**config.mk**
```make
export PLATFORM = sky130hd
export DESIGN_NAME = dac_frame_seq
export DESIGN_NICKNAME = d
export VERILOG_FILES = /design/src/rtl/dac_seq_pkg.sv /design/src/rtl/dac_phase_timer.sv /design/src/rtl/dac_shift_core.sv /design/src/rtl/dac_clr_pulse.sv /design/src/rtl/dac_frame_seq.sv
export SDC_FILE = /design/constraint.sdc
export NUM_CORES = 1
export LEC_CHECK = 0
export BUFFER_PORTS_ARGS = -buffer_cell sky130_fd_sc_hd__buf_4
export CORE_MARGIN = 3
export CORE_UTILIZATION = 50
export CTS_BUF_LIST = sky130_fd_sc_hd__clkbuf_8
export CTS_CLUSTER_DIAMETER = 150
export DETAILED_ROUTE_END_ITERATION = 8
export GPL_TIMING_DRIVEN = 0
export PLACE_DENSITY = 0.76
export SLEW_MARGIN = 5
export SYNTH_ARGS = -nofsm -noshare
export SYNTH_HDL_FRONTEND = slang
export SYNTH_HIERARCHICAL = 1
export SYNTH_SLANG_ARGS = --single-unit
```
**constraint.sdc**
```tcl
create_clock -name clk_i -period 6.8 [get_ports clk_i]
set_input_delay 0.34 -clock clk_i [delete_from_list [all_inputs] [get_ports clk_i]]
set_output_delay 0.34 -clock clk_i [all_outputs]
set_load 0.01 [all_outputs]
```
**src/rtl/dac_seq_pkg.sv**
```systemverilog
package dac_seq_pkg;
  localparam int FRAME_W = 32;
  localparam int CODE_W  = 12;
  localparam int ADDR_W  = 4;
  localparam int CMD_W   = 4;
  localparam int PAD_HI  = 8;
  localparam int PAD_LO  = FRAME_W - PAD_HI - CMD_W - ADDR_W - CODE_W;

  localparam logic [CMD_W-1:0] CMD_WR_UPD = 4'b0011;

  typedef enum logic [2:0] {
    ST_IDLE,
    ST_LOW,
    ST_HIGH,
    ST_TAIL,
    ST_REL
  } seq_state_e;

  function automatic logic [FRAME_W-1:0] build_frame(input logic [ADDR_W-1:0] addr,
                                                     input logic [CODE_W-1:0] code);
    return {{PAD_HI{1'b0}}, CMD_WR_UPD, addr, code, {PAD_LO{1'b0}}};
  endfunction
endpackage

```
**src/rtl/dac_phase_timer.sv**
```systemverilog
module dac_phase_timer #(
  parameter int HALF_CYC = 10
) (
  input  logic clk_i,
  input  logic rst_ni,
  input  logic run_i,
  output logic last_o
);
  localparam int CW = $clog2(HALF_CYC + 1);

  logic [CW-1:0] cnt_q;

  assign last_o = run_i && (cnt_q == CW'(HALF_CYC - 1));

  always_ff @(posedge clk_i or negedge rst_ni) begin
    if (!rst_ni)     cnt_q <= '0;
    else if (!run_i) cnt_q <= '0;
    else if (last_o) cnt_q <= '0;
    else             cnt_q <= cnt_q + 1'b1;
  end


  ph_reset_chk: assert property (@(posedge clk_i) disable iff (!rst_ni)
    !run_i |=> (cnt_q == '0));
endmodule

```
**src/rtl/dac_shift_core.sv**
```systemverilog
module dac_shift_core #(
  parameter int W = 32
) (
  input  logic         clk_i,
  input  logic         rst_ni,
  input  logic         load_i,
  input  logic [W-1:0] frame_i,
  input  logic         shift_i,
  input  logic         miso_i,
  output logic         mosi_o,
  output logic [W-1:0] rx_o
);
  logic [W-1:0] tx_q, rx_q;

  assign mosi_o = tx_q[W-1];
  assign rx_o   = rx_q;

  always_ff @(posedge clk_i or negedge rst_ni) begin
    if (!rst_ni) begin
      tx_q <= '0;
      rx_q <= '0;
    end else if (load_i) begin
      tx_q <= frame_i;
      rx_q <= '0;
    end else if (shift_i) begin
      tx_q <= {tx_q[W-2:0], 1'b0};
      rx_q <= {rx_q[W-2:0], miso_i};
    end
  end


  tx_hold_chk: assert property (@(posedge clk_i) disable iff (!rst_ni)
    (!load_i && !shift_i) |=> $stable(mosi_o));
endmodule

```
**src/rtl/dac_clr_pulse.sv**
```systemverilog
module dac_clr_pulse #(
  parameter int CLR_CYC = 4
) (
  input  logic clk_i,
  input  logic rst_ni,
  input  logic req_i,
  output logic clr_no
);
  localparam int CW = $clog2(CLR_CYC + 1);

  logic [CW-1:0] cnt_q;

  assign clr_no = (cnt_q == '0);

  always_ff @(posedge clk_i or negedge rst_ni) begin
    if (!rst_ni)                   cnt_q <= '0;
    else if (cnt_q != '0)          cnt_q <= cnt_q - 1'b1;
    else if (req_i)                cnt_q <= CW'(CLR_CYC);
  end


  clr_start_chk: assert property (@(posedge clk_i) disable iff (!rst_ni)
    (req_i && clr_no) |=> !clr_no);

  generate
    if (CLR_CYC > 1) begin : g_hold

      clr_hold_chk: assert property (@(posedge clk_i) disable iff (!rst_ni)
        $fell(clr_no) |=> !clr_no);
    end
  endgenerate
endmodule

```
**src/rtl/dac_frame_seq.sv**
```systemverilog
module dac_frame_seq
  import dac_seq_pkg::*;
#(
  parameter int HALF_CYC = 10,
  parameter int CLR_CYC  = 4
) (
  input  logic               clk_i,
  input  logic               rst_ni,
  input  logic               start_i,
  input  logic [ADDR_W-1:0]  addr_i,
  input  logic [CODE_W-1:0]  code_i,
  input  logic               clr_req_i,
  input  logic               miso_i,
  output logic               sck_o,
  output logic               mosi_o,
  output logic               dac_cs_no,
  output logic               dac_clr_no,
  output logic               rom_cs_no,
  output logic               spare_o,
  output logic               amp_cs_no,
  output logic               adc_conv_o,
  output logic               amp_shdn_o,
  output logic               busy_o,
  output logic               done_o,
  output logic [FRAME_W-1:0] readback_o
);
  localparam int BIT_W = $clog2(FRAME_W);

  seq_state_e         state_q, state_d;
  logic [BIT_W-1:0]   bit_q;
  logic               run, ph_last, load, shift, last_bit;
  logic [FRAME_W-1:0] rx_word;
  logic               done_q;
  logic [FRAME_W-1:0] rb_q;

  // Other devices on the shared bus stay parked.
  assign rom_cs_no  = 1'b1;
  assign spare_o    = 1'b1;
  assign amp_cs_no  = 1'b1;
  assign adc_conv_o = 1'b0;
  assign amp_shdn_o = 1'b0;

  assign run      = (state_q == ST_LOW) || (state_q == ST_HIGH) || (state_q == ST_TAIL);
  assign load     = (state_q == ST_IDLE) && start_i;
  assign shift    = (state_q == ST_HIGH) && ph_last;
  assign last_bit = (bit_q == BIT_W'(FRAME_W - 1));

  assign sck_o      = (state_q == ST_HIGH);
  assign dac_cs_no  = (state_q == ST_IDLE) || (state_q == ST_REL);
  assign busy_o     = (state_q != ST_IDLE);
  assign done_o     = done_q;
  assign readback_o = rb_q;

  dac_phase_timer #(.HALF_CYC(HALF_CYC)) u_timer (
    .clk_i  (clk_i),
    .rst_ni (rst_ni),
    .run_i  (run),
    .last_o (ph_last)
  );

  dac_shift_core #(.W(FRAME_W)) u_shift (
    .clk_i   (clk_i),
    .rst_ni  (rst_ni),
    .load_i  (load),
    .frame_i (build_frame(addr_i, code_i)),
    .shift_i (shift),
    .miso_i  (miso_i),
    .mosi_o  (mosi_o),
    .rx_o    (rx_word)
  );

  dac_clr_pulse #(.CLR_CYC(CLR_CYC)) u_clr (
    .clk_i  (clk_i),
    .rst_ni (rst_ni),
    .req_i  (clr_req_i),
    .clr_no (dac_clr_no)
  );

  always_comb begin
    state_d = state_q;
    unique case (state_q)
      ST_IDLE: if (start_i) state_d = ST_LOW;
      ST_LOW:  if (ph_last) state_d = ST_HIGH;
      ST_HIGH: if (ph_last) state_d = last_bit ? ST_TAIL : ST_LOW;
      ST_TAIL: if (ph_last) state_d = ST_REL;
      ST_REL:  state_d = ST_IDLE;
      default: state_d = ST_IDLE;
    endcase
  end

  always_ff @(posedge clk_i or negedge rst_ni) begin
    if (!rst_ni) begin
      state_q <= ST_IDLE;
      bit_q   <= '0;
      done_q  <= 1'b0;
      rb_q    <= '0;
    end else begin
      state_q <= state_d;
      done_q  <= (state_q == ST_REL);
      if (load)                 bit_q <= '0;
      else if (shift)           bit_q <= bit_q + 1'b1;
      if (state_q == ST_REL)    rb_q  <= rx_word;
    end
  end


  sck_cs_chk: assert property (@(posedge clk_i) disable iff (!rst_ni)
    sck_o |-> !dac_cs_no);


  mosi_hold_chk: assert property (@(posedge clk_i) disable iff (!rst_ni)
    (sck_o && $past(sck_o)) |-> $stable(mosi_o));


  done_pulse_chk: assert property (@(posedge clk_i) disable iff (!rst_ni)
    done_o |=> !done_o);


  done_after_cs_chk: assert property (@(posedge clk_i) disable iff (!rst_ni)
    done_o |-> (dac_cs_no && $past(dac_cs_no) && !$past(done_o)));


  busy_hold_chk: assert property (@(posedge clk_i) disable iff (!rst_ni)
    (busy_o && start_i && state_q != ST_REL) |=> busy_o);


  rb_stable_chk: assert property (@(posedge clk_i) disable iff (!rst_ni)
    !done_o |-> $stable(readback_o));
endmodule

```
# Word-level counts from Yosys, hierarchy flattened

Cells that the tools add are included.
W data, S select, Z words.

Register bits after elaboration: 112
Input bits: 21
Output and inout port bits: 43
Word-level logic and storage cells: 50

Add/sub/neg operators: 3
Eq/ne operators: 10
Muxes and demuxes: 16
Reduce and logical (&&, ||, !) cells: 13

Operators with widths:

| operator              | number |
|---|---|
| $mux W32              | 4 |
| $mux W3               | 6 |
| $pmux W3 S4           | 1 |
| $mux W5               | 2 |
| $mux W4               | 2 |
| $eq A3 B2 Y1 const B  | 2 |
| $logic_not A3 Y1      | 2 |
| $ne A2 B2 Y1 const B  | 3 |
| $reduce_bool A3 Y1    | 2 |
| $add A5 B1 Y5 const B | 1 |
| $eq A5 B5 Y1 const B  | 1 |
| $add A4 B1 Y4 const B | 1 |
| $eq A4 B4 Y1 const B  | 1 |
| $reduce_and A4 Y1     | 1 |
| $reduce_bool A2 Y1    | 2 |
| $eq A3 B1 Y1 const B  | 1 |
| $eq A3 B3 Y1 const B  | 1 |
| $logic_and A1 B1 Y1   | 3 |
| $logic_or A1 B1 Y1    | 3 |
| $sub A3 B1 Y3 const B | 1 |
| $mux W2               | 1 |
| $ne A2 B1 Y1 const B  | 1 |

# Logic depth before layout (Yosys ltp)

Gate-level depths: netlist of run 1.

Depth in word-level cells: 7
Depth in mapped cells: 9
Depth with buffers taken out: 7

# Modules after synthesis

Netlist of run 1, hierarchy kept.

Modules (own cells, without submodules):

| module          | times used | cells an instance | area an instance (sq um) | seq. area each (sq um) |
|---|---|---|---|---|
| dac_shift_core  | 1          | 241               | 2,805.2                  | 1,601.5 |
| dac_frame_seq   | 1          | 115               | 1,854.3                  | 1,026.0 |
| dac_phase_timer | 1          | 20                | 207.7                    | 100.1 |
| dac_clr_pulse   | 1          | 14                | 156.4                    | 75.1 |

# Least setup slack after synthesis of run 1

No wires, ideal clock.

Path kind: register -> register
Start: reg u_timer.cnt_q[1]
End: reg u_shift.tx_q[10]
Library setup time: 0.132 ns
Arrival time: 2.013 ns
Required time: 6.668 ns
Setup slack: 4.655 ns
Stages on the path, launching flop included: 10
Buffers on the path: 2
Clock period less this slack: 2.145 ns
Cells stage by stage: dfrtp_1 -> inv_1 -> ha_1 -> nand2_1 -> nor3b_1 -> and4bb_2 -> buf_6 -> buf_12 -> mux2i_1 -> o21ai_1

Cells in the longest elaborated chain, start to end: 4

Ends and longest elaborated chain:

| element                             | RTL line              | RTL |
|---|---|---|
| start, declared                     | dac_phase_timer.sv:11 | `logic [CW-1:0] cnt_q;` |
| start signal, assigned              | dac_phase_timer.sv:19 | `else cnt_q <= cnt_q + 1'b1;` |
| $eq A4 B4 Y1                        | dac_phase_timer.sv:13 | `assign last_o = run_i && (cnt_q == CW'(HALF_CYC - 1));` |
| $logic_and A1 B1 Y1                 | dac_phase_timer.sv:13 |  |
| via ph_last                         | dac_frame_seq.sv:31   | `logic run, ph_last, load, shift, last_bit;` |
| $logic_and A1 B1 Y1                 | dac_frame_seq.sv:45   | `assign shift = (state_q == ST_HIGH) && ph_last;` |
| via shift                           | dac_frame_seq.sv:31   |  |
| $reduce_bool A2 Y1 (no source line) | -                     |  |
| end signal, assigned                | dac_shift_core.sv:23  | `tx_q <= frame_i;` |
| end signal, assigned                | dac_shift_core.sv:26  | `tx_q <= {tx_q[W-2:0], 1'b0};` |
| end, declared                       | dac_shift_core.sv:13  | `logic [W-1:0] tx_q, rx_q;` |

The timed path passes the listed nets, and every way through them passes these cells.
A chain may end at the register's enable or synchronous reset.

# Final worst setup path of run 1

Start: reg u_timer.cnt_q[1]
End: reg u_shift.rx_q[18], in the netlist u_shift/rx_o[18]

Cells in the longest elaborated chain, start to end: 4

Ends and longest elaborated chain:

| element                             | RTL line              | RTL |
|---|---|---|
| $eq A4 B4 Y1                        | dac_phase_timer.sv:13 |  |
| $logic_and A1 B1 Y1                 | dac_phase_timer.sv:13 |  |
| via ph_last                         | dac_frame_seq.sv:31   |  |
| $logic_and A1 B1 Y1                 | dac_frame_seq.sv:45   |  |
| via shift                           | dac_frame_seq.sv:31   |  |
| $reduce_bool A2 Y1 (no source line) | -                     |  |
| end signal, assigned                | dac_shift_core.sv:27  | `rx_q <= {rx_q[W-2:0], miso_i};` |
| end, declared                       | dac_shift_core.sv:13  |  |

The timed path passes the listed nets, and every way through them passes these cells.

==> results of run 1 <==
per-stage QoR:
| step | util | setup slack, ps | area (um^2) | hold slack (ps) | power [mW] |
|---|---|---|---|---|---|
| 2_1_floorplan | - | 4655 | 5095 | 44.41 | 1.262 |
| 3_3_place_gp | 0.5989 | 4296 | 5692 | 482.9 | 1.372 |
| 3_5_place_dp | 0.5993 | 4264 | 5695 | 494.2 | 1.410 |
| 4_1_cts | 0.6216 | 4231 | 5907 | 133.3 | 1.825 |
| 5_1_grt | 0.6223 | 4054 | 5913 | 159.7 | 1.944 |
| 6_report | 0.6223 | 4248 | 5913 | 95.28 | 1.804 |
per-layer routing:
metal  share of wire  vias to the layer above  wire (um)
met5               0                        -          0
met4           0.011                        0         96
met3           0.040                        9        337
met2            0.47                       59       3947
met1            0.48                     1443       4003
li1                -                     1485          -
power by group through the flow:
stage	sequential [mW]	clock, mW	combinational (mW)
floorplan	0.964	0	0.298
global placement	0.987	0	0.385
detailed placement	0.999	0	0.411
CTS	0.987	0.428	0.411
global route	1.01	0.464	0.466
finish	0.986	0.414	0.404
final cells by class:
| class | instances | area, um^2 | share of cell area |
|---|---|---|---|
| Timing Repair Buffer | 58 | 439.2 | 0.07427 |
| Clock buffer | 9 | 123.9 | 0.02095 |
| Tap cell | 129 | 161.4 | 0.02730 |
| Buffer | 28 | 291.5 | 0.04930 |
| Multi-Input combinational cell | 267 | 1999 | 0.3381 |
| Sequential cell | 112 | 2803 | 0.4740 |
| Inverter | 2 | 7.507 | 0.001270 |
| Clock inverter | 7 | 87.58 | 0.01481 |
cells in the final DEF, fill, tap and decap left out, types with 2 or more instances in the layout:
cell type,Yosys,layout
inv_8,0,3
ha_1,6,6
mux2_2,4,4
conb_1,2,21
inv_1,2,2
nand2_1,37,37
buf_2,5,5
dfrtp_1,112,112
a22o_1,3,3
mux2_4,29,29
a21oi_1,2,2
o21ai_0,8,8
and3_1,2,2
buf_12,6,6
buf_4,7,64
nor2b_1,2,2
mux2i_1,67,67
nand2b_1,5,5
buf_8,3,3
clkbuf_8,0,9
clkbuf_1,4,4
o21ai_1,27,27
nor2_1,39,39
buf_6,3,4
clkinvlp_4,0,2
worst max-delay path by stage:
stage | slack [ps] | startpoint | endpoint | cells after the start
final | 4250 | u_timer/cnt_q[1]$_DFF_PN0_ | u_shift/rx_o[18]$_DFFE_PN0P_ | 9
after global routing | 4050 | u_timer/cnt_q[1]$_DFF_PN0_ | u_shift/tx_q[9]$_DFFE_PN0P_ | 9
after CTS | 4230 | u_timer/cnt_q[1]$_DFF_PN0_ | u_shift/rx_o[18]$_DFFE_PN0P_ | 9
after detailed placement | 4260 | u_timer/cnt_q[1]$_DFF_PN0_ | u_shift/tx_q[8]$_DFFE_PN0P_ | 9
after global placement | 4300 | state_q[0]$_DFFE_PN0P_ | u_shift/tx_q[19]$_DFFE_PN0P_ | 6
after floorplan | 4660 | u_timer/cnt_q[1]$_DFF_PN0_ | u_shift/tx_q[10]$_DFFE_PN0P_ | 9
logic make-up (layout without fill, tap and decap cells):
logic type / count (synthesis) / after routing / synth area share
compound gates: 43 / 43 / 0.04683
xor+xnor: 1 / 1 / 0.001744
fa+ha+maj: 6 / 6 / 0.01494
buf+inv: 30 / 104 / 0.05953
flops: 112 / 112 / 0.5579
mux: 100 / 100 / 0.2291
other cells: 2 / 21 / 0.001495
simple gates: 96 / 96 / 0.08842
state kept, by name, summed over array words and instances (netlist names):
signal and flops:
state_q 3, done_o 1, u_timer/cnt_q 4, u_shift/tx_q 32, bit_q 5, u_shift/rx_o 32, readback_o 32, u_clr/cnt_q 3
critical path: stages (launching register included):
cell	delay (ps)
dfrtp_1	430
inv_1	70
ha_1	190
nand2_1	70
nor3b_1	550
and4bb_2	430
buf_6	230
buf_8	180
mux2i_1	220
nor2_1	60
==> impl_metrics.json, run 1 <==
{
  "run_status": "completed",
  "die_w_um": 106.2,
  "drive_gt1_frac": 0.2857,
  "hold_viol": 0,
  "gp_congestion": 0.7313,
  "top_usage_layer": "met2",
  "core_um2": 9503,
  "grt_pass1_vias": 3010,
  "dp_hpwl_um": 5743,
  "clkLatencyLatePin_ps": 360,
  "fin_tns_setup_ps": 0,
  "cts_setup_buffers": 0,
  "yosysTopAreaCell": "dfrtp_1",
  "yosys.area.top_type_share": 0.5579,
  "synthTopCellsByCount": "dfrtp_1, mux2i_1, nor2_1",
  "yosys_warnings": 6,
  "drtIter0Drc": 119,
  "pwr-share-clk": 0.229,
  "worst_pin_slew_ps": 978.7,
  "ys_ff_latch": 112,
  "clock-sinks": 112,
  "grt_max_degree": 113,
  "reg2reg_from": "u_timer/cnt_q[1]$_DFF_PN0_",
  "cts-root-buf": "clkbuf_8",
  "nNetsFinal": 505,
  "synth.most_common_cell": "dfrtp_1",
  "clkTransAtPathRegs_ps": 110,
  "postRouteAntennaNets": 0,
  "end_kind": "flop",
  "swShare": 0.3143,
  "path_max_fanout": 10,
  "p_seq_frac": 0.547,
  "max-slew-margin-rel": 0.3475,
  "grt_overflow_total": 0,
  "antenna_found_initial": 0,
  "cts_resized": 0,
  "hold_class": "input pin to asynchronous set/reset pin",
  "std_cell_rows": 35,
  "internal_power_mw": 1.237,
  "area_growth_pct": 17.71,
  "reg2regPathDepth": 9,
  "crit_arrival_ps": 2800,
  "ys_types": 37,
  "gr-usage-met2": 0.2389,
  "nFillCells": 780,
  "cts_buffers": 9,
  "dieArea_um2": 11290,
  "antennaDiodeCount": 0,
  "crit_path_start_kind": "flop",
  "io_pins": 64,
  "syn_area_um2": 5024,
  "drt_first_pass_iters": 4,
  "port_buffers": 58,
  "grt_pass1_wl_um": 14600,
  "grt_use_met3": 0.03157,
  "drv_slew": 0,
  "switchingPower_mw": 0.5669,
  "synth_area_leaders": "dfrtp_1, mux2i_1, mux2_4",
  "use_met1": 0.2345,
  "seq_area_frac_synth": 0.5579,
  "critical_path_class": "flop to flop",
  "r2r_slack_ps": 4250,
  "hold_buffers": 0,
  "viasPerCell": 4.895,
  "h-tree-depth": 3,
  "start_util": 0.5286,
  "cap_violations": 0,
  "clockBufferDepth": 2,
  "wl_per_cell_um": 13.70,
  "timing.fmax_ghz": 0.3919,
  "comb_power_share": 0.224,
  "avgSynthCellArea_um2": 12.88,
  "drc": 0,
  "worstReg2RegEnd": "u_shift/rx_o[18]$_DFFE_PN0P_",
  "synthArstFlopShare": 1.000,
  "instances_no_fill": 612,
  "powerDensity_nw_per_um2": 305.0,
  "ys.flop_type": "dfrtp_1",
  "chipHeight_um": 106.2,
  "synthCells": 390,
  "grtUsageTotal": 0.1592,
  "rsz0062_at_grt": "no",
  "min_period_over_period": 0.3752,
  "routed_wl_um": 8385,
  "tritoncts": "done",
  "min_period_ps": 2552,
  "setup_viol": 0,
  "leakagePower_nw": 2.730,
  "vias": 2996,
  "place_inst": 596,
  "synth_enable_flop_cells": 0,
  "ir_drop_mv": 0.1588,
  "cp.required_ps": 7050,
  "skew_ps": 12.19
}
Power figures use the tool's default switching activity.
==> run 2, diff against run 1 <==
--- a/config.mk
+++ b/config.mk
@@ -5,6 +5,7 @@
 export SDC_FILE = /design/constraint.sdc
 export NUM_CORES = 1
 export LEC_CHECK = 0
+export ABC_AREA = 1
 export BUFFER_PORTS_ARGS = -buffer_cell sky130_fd_sc_hd__buf_4
 export CORE_MARGIN = 3
 export CORE_UTILIZATION = 50
@@ -12,7 +13,7 @@
 export CTS_CLUSTER_DIAMETER = 150
 export DETAILED_ROUTE_END_ITERATION = 8
 export GPL_TIMING_DRIVEN = 0
-export PLACE_DENSITY = 0.76
+export PLACE_DENSITY = 0.77
 export SLEW_MARGIN = 5
 export SYNTH_ARGS = -nofsm -noshare
 export SYNTH_HDL_FRONTEND = slang
==> constraint.sdc (replaced) <==
create_clock -name clk_i -period 2.4 [get_ports clk_i]
set_input_delay 0.12 -clock clk_i [delete_from_list [all_inputs] [get_ports clk_i]]
set_output_delay 0.12 -clock clk_i [all_outputs]
set_load 0.01 [all_outputs]
==> impl_metrics.json, run 2 <==
{
  "run_status": "completed",
  "synthArstFlopShare": 1.000,
  "nFillCells": 821,
  "setup_viol": 0,
  "min_period_over_period": 0.8894,
  "routed_wl_um": 9488,
  "synth_enable_flop_cells": 0,
  "drive_gt1_frac": 0.1751,
  "max-slew-margin-rel": 0.3541,
  "pwr-share-clk": 0.338,
  "cp.required_ps": 2710,
  "synth_area_leaders": "dfrtp_1, nand2_1, nand3_1",
  "cts_buffers": 9,
  "drtIter0Drc": 164,
  "avgSynthCellArea_um2": 8.667,
  "dieArea_um2": 10960,
  "skew_ps": 13.16,
  "hold_slack_ps": 109.6,
  "drc": 0,
  "io_pins": 64,
  "end_kind": "flop",
  "viasPerCell": 4.864,
  "tritoncts": "done",
  "internal_power_mw": 2.424,
  "r2r_slack_ps": 270,
  "critical_path_class": "flop to flop",
  "crit_path_start_kind": "flop",
  "leakagePower_nw": 3.315,
  "worst_pin_slew_ps": 968.8,
  "layout_common_cells": "nand2_1, dfrtp_1, nand3_1",
  "cts-root-buf": "clkbuf_8",
  "ir_drop_mv": 0.2468,
  "crit_arrival_ps": 2450,
  "chipHeight_um": 104.7,
  "cap_violations": 0,
  "rsz0062_at_grt": "no",
  "comb_power_share": 0.068,
  "yosys_warnings": 6,
  "ys_types": 20,
  "clkLatencyLatePin_ps": 380,
  "grt_max_degree": 113,
  "seq_area_frac_synth": 0.5754,
  "hold_class": "input pin to flop",
  "dp_hpwl_um": 6391,
  "path_max_fanout": 10,
  "final_common_cell": "nand2_1",
  "grt_pass1_vias": 3774,
  "yosys.area.top_type_share": 0.5754,
  "switchingPower_mw": 0.8351,
  "vias": 3906,
  "synth.most_common_cell": "nand2_1",
  "drv_slew": 0,
  "start_util": 0.5198,
  "ys_ff_latch": 112,
  "synthTopCellsByCount": "nand2_1, dfrtp_1, nand3_1",
  "grt_pass1_wl_um": 16660,
  "antennaDiodeCount": 0,
  "clockBufferDepth": 2,
  "place_inst": 768,
  "gp_congestion": 0.7634,
  "hold_viol": 0,
  "swShare": 0.2562,
  "core_um2": 9371,
  "yosysTopAreaCell": "dfrtp_1",
  "fin_tns_setup_ps": 0,
  "synthCells": 562,
  "p_seq_frac": 0.594,
  "powerDensity_nw_per_um2": 549.7,
  "drt_first_pass_iters": 4,
  "ys.flop_type": "dfrtp_1",
  "grtUsageTotal": 0.1805,
  "port_buffers": 58,
  "std_cell_rows": 35,
  "min_period_ps": 2135,
  "instances_no_fill": 803,
  "die_w_um": 104.7,
  "clock-sinks": 112,
  "wl_per_cell_um": 11.82,
  "grt_overflow_total": 0,
  "syn_area_um2": 4871,
  "cts_resized": 0,
  "h-tree-depth": 3,
  "timing.fmax_ghz": 0.4685,
  "antenna_found_initial": 0,
  "clkTransAtPathRegs_ps": 100,
  "postRouteAntennaNets": 0,
  "nNetsFinal": 696,
  "area_growth_pct": 21.73
}
## run 2: routing by layer
layer,vias up,GRT usage,routed length (um)
met5,-,0,0
met4,0,0.05061,98
met3,9,0.03706,408
met2,86,0.3044,4665
met1,1848,0.2381,4315
li1,1963,-,-
## run 2: cell type report
cell class	instances	area (um^2)	area share
multi-input combinational	412	1798	0.3032
clock buffer	9	123.9	0.02089
buffer	34	255.2	0.04305
inverter	23	86.33	0.01456
tap	129	161.4	0.02722
clock inverter	7	72.57	0.01224
timing repair buffer	77	629.4	0.1061
sequential	112	2803	0.4727
## run 2: cell families after synthesis
logic type | after synthesis | share of synthesized area
AO/OA/AOI/OAI | 8 | 0.008220
XOR/XNOR | 2 | 0.003597
adder cells (fa/ha/maj) | 6 | 0.01541
buffers and inverters | 57 | 0.07013
flip-flops | 112 | 0.5754
other | 2 | 0.001542
AND/OR/NAND/NOR | 375 | 0.3257
## run 2: timing repair
item,CTS,global route
buffers inserted,0,0
hold endpoints to repair,130,0
hold buffers,19,0
## run 2: worst max-delay path, stage by stage, from the launching register on
cell and delay (ps):
dfrtp_1 500, nor2_4 100, nor2_1 190, inv_1 60, nor2_1 160, nand3_1 160, inv_1 210, buf_4 240
buf_2 240, nand3_1 110, nand3_1 90
## run 2: final timing paths
path,startpoint,end,depth (start not counted)
max in group asynchronous,rst_ni,bit_q[0]$_DFFE_PN0P_,2
min reg2reg,u_shift/rx_o[30]$_DFFE_PN0P_,readback_o[30]$_DFFE_PN0P_,2
min in group asynchronous,rst_ni,readback_o[18]$_DFFE_PN0P_,2
max,state_q[1]$_DFFE_PN0P_,u_shift/tx_q[4]$_DFFE_PN0P_,10
min,start_i,state_q[1]$_DFFE_PN0P_,4
max reg2reg,state_q[1]$_DFFE_PN0P_,u_shift/tx_q[4]$_DFFE_PN0P_,10
## run 2: power by group through the flow
stage | combinational [mW] | sequential [mW] | clock, mW
5_1_grt | 0.256 | 1.94 | 1.21
3_3_place_gp | 0.185 | 1.97 | 0
3_5_place_dp | 0.198 | 1.97 | 0
4_1_cts | 0.223 | 1.94 | 1.14
2_1_floorplan | 0.105 | 1.97 | 0
6_report | 0.221 | 1.94 | 1.10
## run 2: per-stage QoR
step | worst slack (ps) | power [mW] | instance area [um^2] | util
6_report | 265.3 | 3.260 | 5929 | 0.6327
5_1_grt | 103.7 | 3.406 | 5929 | 0.6327
4_1_cts | 271.7 | 3.298 | 5929 | 0.6327
3_5_place_dp | 322.3 | 2.171 | 5543 | 0.5915
3_3_place_gp | 407.5 | 2.156 | 5539 | 0.5911
2_1_floorplan | 650.8 | 2.074 | 4942 | -
==> run 3, diff against run 2 <==
--- a/config.mk
+++ b/config.mk
@@ -10,7 +10,7 @@
 export CORE_MARGIN = 3
 export CORE_UTILIZATION = 50
 export CTS_BUF_LIST = sky130_fd_sc_hd__clkbuf_8
-export CTS_CLUSTER_DIAMETER = 150
+export CTS_CLUSTER_DIAMETER = 60
 export DETAILED_ROUTE_END_ITERATION = 8
 export GPL_TIMING_DRIVEN = 0
 export PLACE_DENSITY = 0.77
==> constraint.sdc (replaced) <==
create_clock -name clk_i -period 2.4 [get_ports clk_i]
set_input_delay 0.48 -clock clk_i [delete_from_list [all_inputs] [get_ports clk_i]]
set_output_delay 0.48 -clock clk_i [all_outputs]
set_load 0.01 [all_outputs]
==> impl_metrics.json, run 3 (synthesized netlist as in run 2, its figures left out) <==
{
  "run_status": "completed",
  "h-tree-depth": 3,
  "critical_path_class": "flop to flop",
  "instances_no_fill": 784,
  "die_w_um": 104.7,
  "grt_overflow_total": 0,
  "chipHeight_um": 104.7,
  "hold_buffers": 0,
  "cts_buffers": 9,
  "worst_pin_slew_ps": 970.3,
  "routed_wl_um": 9238,
  "end_kind": "flop",
  "clock-sinks": 112,
  "cap_violations": 0,
  "cts_setup_buffers": 0,
  "grt_pass1_vias": 3680,
  "path_max_fanout": 10,
  "crit_path_start_kind": "flop",
  "timing.fmax_ghz": 0.4711,
  "hold_class": "input pin to asynchronous set/reset pin",
  "hold_slack_ps": 229.8,
  "skew_ps": 12.43,
  "start_util": 0.5198,
  "core_um2": 9371,
  "cts_resized": 0,
  "ir_drop_mv": 0.2470,
  "switchingPower_mw": 0.8297,
  "clkTransAtPathRegs_ps": 120,
  "min_period_over_period": 0.8844,
  "drive_gt1_frac": 0.1802,
  "clkLatencyLatePin_ps": 380,
  "io_pins": 64,
  "dp_hpwl_um": 6391,
  "drt_first_pass_iters": 4,
  "dieArea_um2": 10960,
  "grtUsageTotal": 0.1752,
  "drv_slew": 0,
  "powerDensity_nw_per_um2": 563.5,
  "port_buffers": 58,
  "setup_viol": 0,
  "clockBufferDepth": 2,
  "std_cell_rows": 35,
  "drc": 0,
  "viasPerCell": 4.893,
  "antenna_found_initial": 0,
  "rsz0062_at_grt": "no",
  "layout_common_cells": "nand2_1, dfrtp_1, nand3_1",
  "cts-root-buf": "clkbuf_8",
  "drtIter0Drc": 139,
  "crit_arrival_ps": 2440,
  "cp.required_ps": 2720,
  "antennaDiodeCount": 0,
  "grt_pass1_wl_um": 16160,
  "internal_power_mw": 2.404,
  "grt_max_degree": 113,
  "wl_per_cell_um": 11.78,
  "swShare": 0.2566,
  "p_seq_frac": 0.599,
  "fin_tns_setup_ps": 0,
  "comb_power_share": 0.060,
  "leakagePower_nw": 3.236,
  "final_common_cell": "nand2_1",
  "tritoncts": "done",
  "place_inst": 768,
  "gp_congestion": 0.7634,
  "area_growth_pct": 17.83,
  "nFillCells": 848,
  "final_core_util": 0.6124,
  "vias": 3836,
  "postRouteAntennaNets": 0,
  "nNetsFinal": 677,
  "max-slew-margin-rel": 0.3531,
  "hold_viol": 0,
  "min_period_ps": 2123,
  "pwr-share-clk": 0.341
}
[run 3: worst max-delay path, stage by stage (launching register included)]
cell	delay (ps)
dfrtp_1	500
nor2_4	100
nor2_1	190
inv_1	60
nor2_1	160
nand3_1	170
inv_1	210
buf_4	240
buf_2	240
nand3_1	110
nand3_1	90
[run 3: power groups by stage]
stage                     sequential, mW  combinational [mW]  clock, mW
after floorplan                     1.97               0.105          0
after global placement              1.97               0.185          0
after detailed placement            1.97               0.198          0
after CTS                           1.94               0.199       1.14
after global routing                1.94               0.229       1.20
final                               1.94               0.195       1.10
[run 3: per-stage QoR]
step	power (mW)	worst slack [ps]	instance area, um^2
final	3.234	277.5	5739
after global routing	3.374	103.7	5739
after CTS	3.274	271.7	5739
after detailed placement	2.171	322.3	5543
after global placement	2.156	407.5	5539
after floorplan	2.074	650.8	4942
[run 3: cell type report]
type / instances / area [um^2] / share of cell area
buffer: 34 / 255.2 / 0.04447
clock buffer: 9 / 123.9 / 0.02158
clock inverter: 7 / 72.57 / 0.01264
inverter: 23 / 86.33 / 0.01504
multi-input combinational: 412 / 1798 / 0.3133
sequential: 112 / 2803 / 0.4883
tap: 129 / 161.4 / 0.02812
timing repair buffer: 58 / 439.2 / 0.07652
[run 3: path summary, 6_finish.rpt]
check,cells after the start,to,start,slack (ps)
min in group clk_i,3,u_shift/tx_q[13]$_DFFE_PN0P_,code_i[9],310
worst max-delay path,10,u_shift/tx_q[31]$_DFFE_PN0P_,state_q[1]$_DFFE_PN0P_,280
worst max register to register,10,u_shift/tx_q[31]$_DFFE_PN0P_,state_q[1]$_DFFE_PN0P_,280
worst min register to register,2,readback_o[30]$_DFFE_PN0P_,u_shift/rx_o[30]$_DFFE_PN0P_,490
worst min-delay path,1,readback_o[18]$_DFFE_PN0P_,rst_ni,230
max in group asynchronous,1,u_shift/tx_q[31]$_DFFE_PN0P_,rst_ni,1540
[run 3: per-layer routing]
layer / part of all wire / GRT usage
met3: 0.047 / 0.03830
met4: 0.011 / 0.05248
met1: 0.46 / 0.2311
met5: 0 / 0
met2: 0.48 / 0.2920
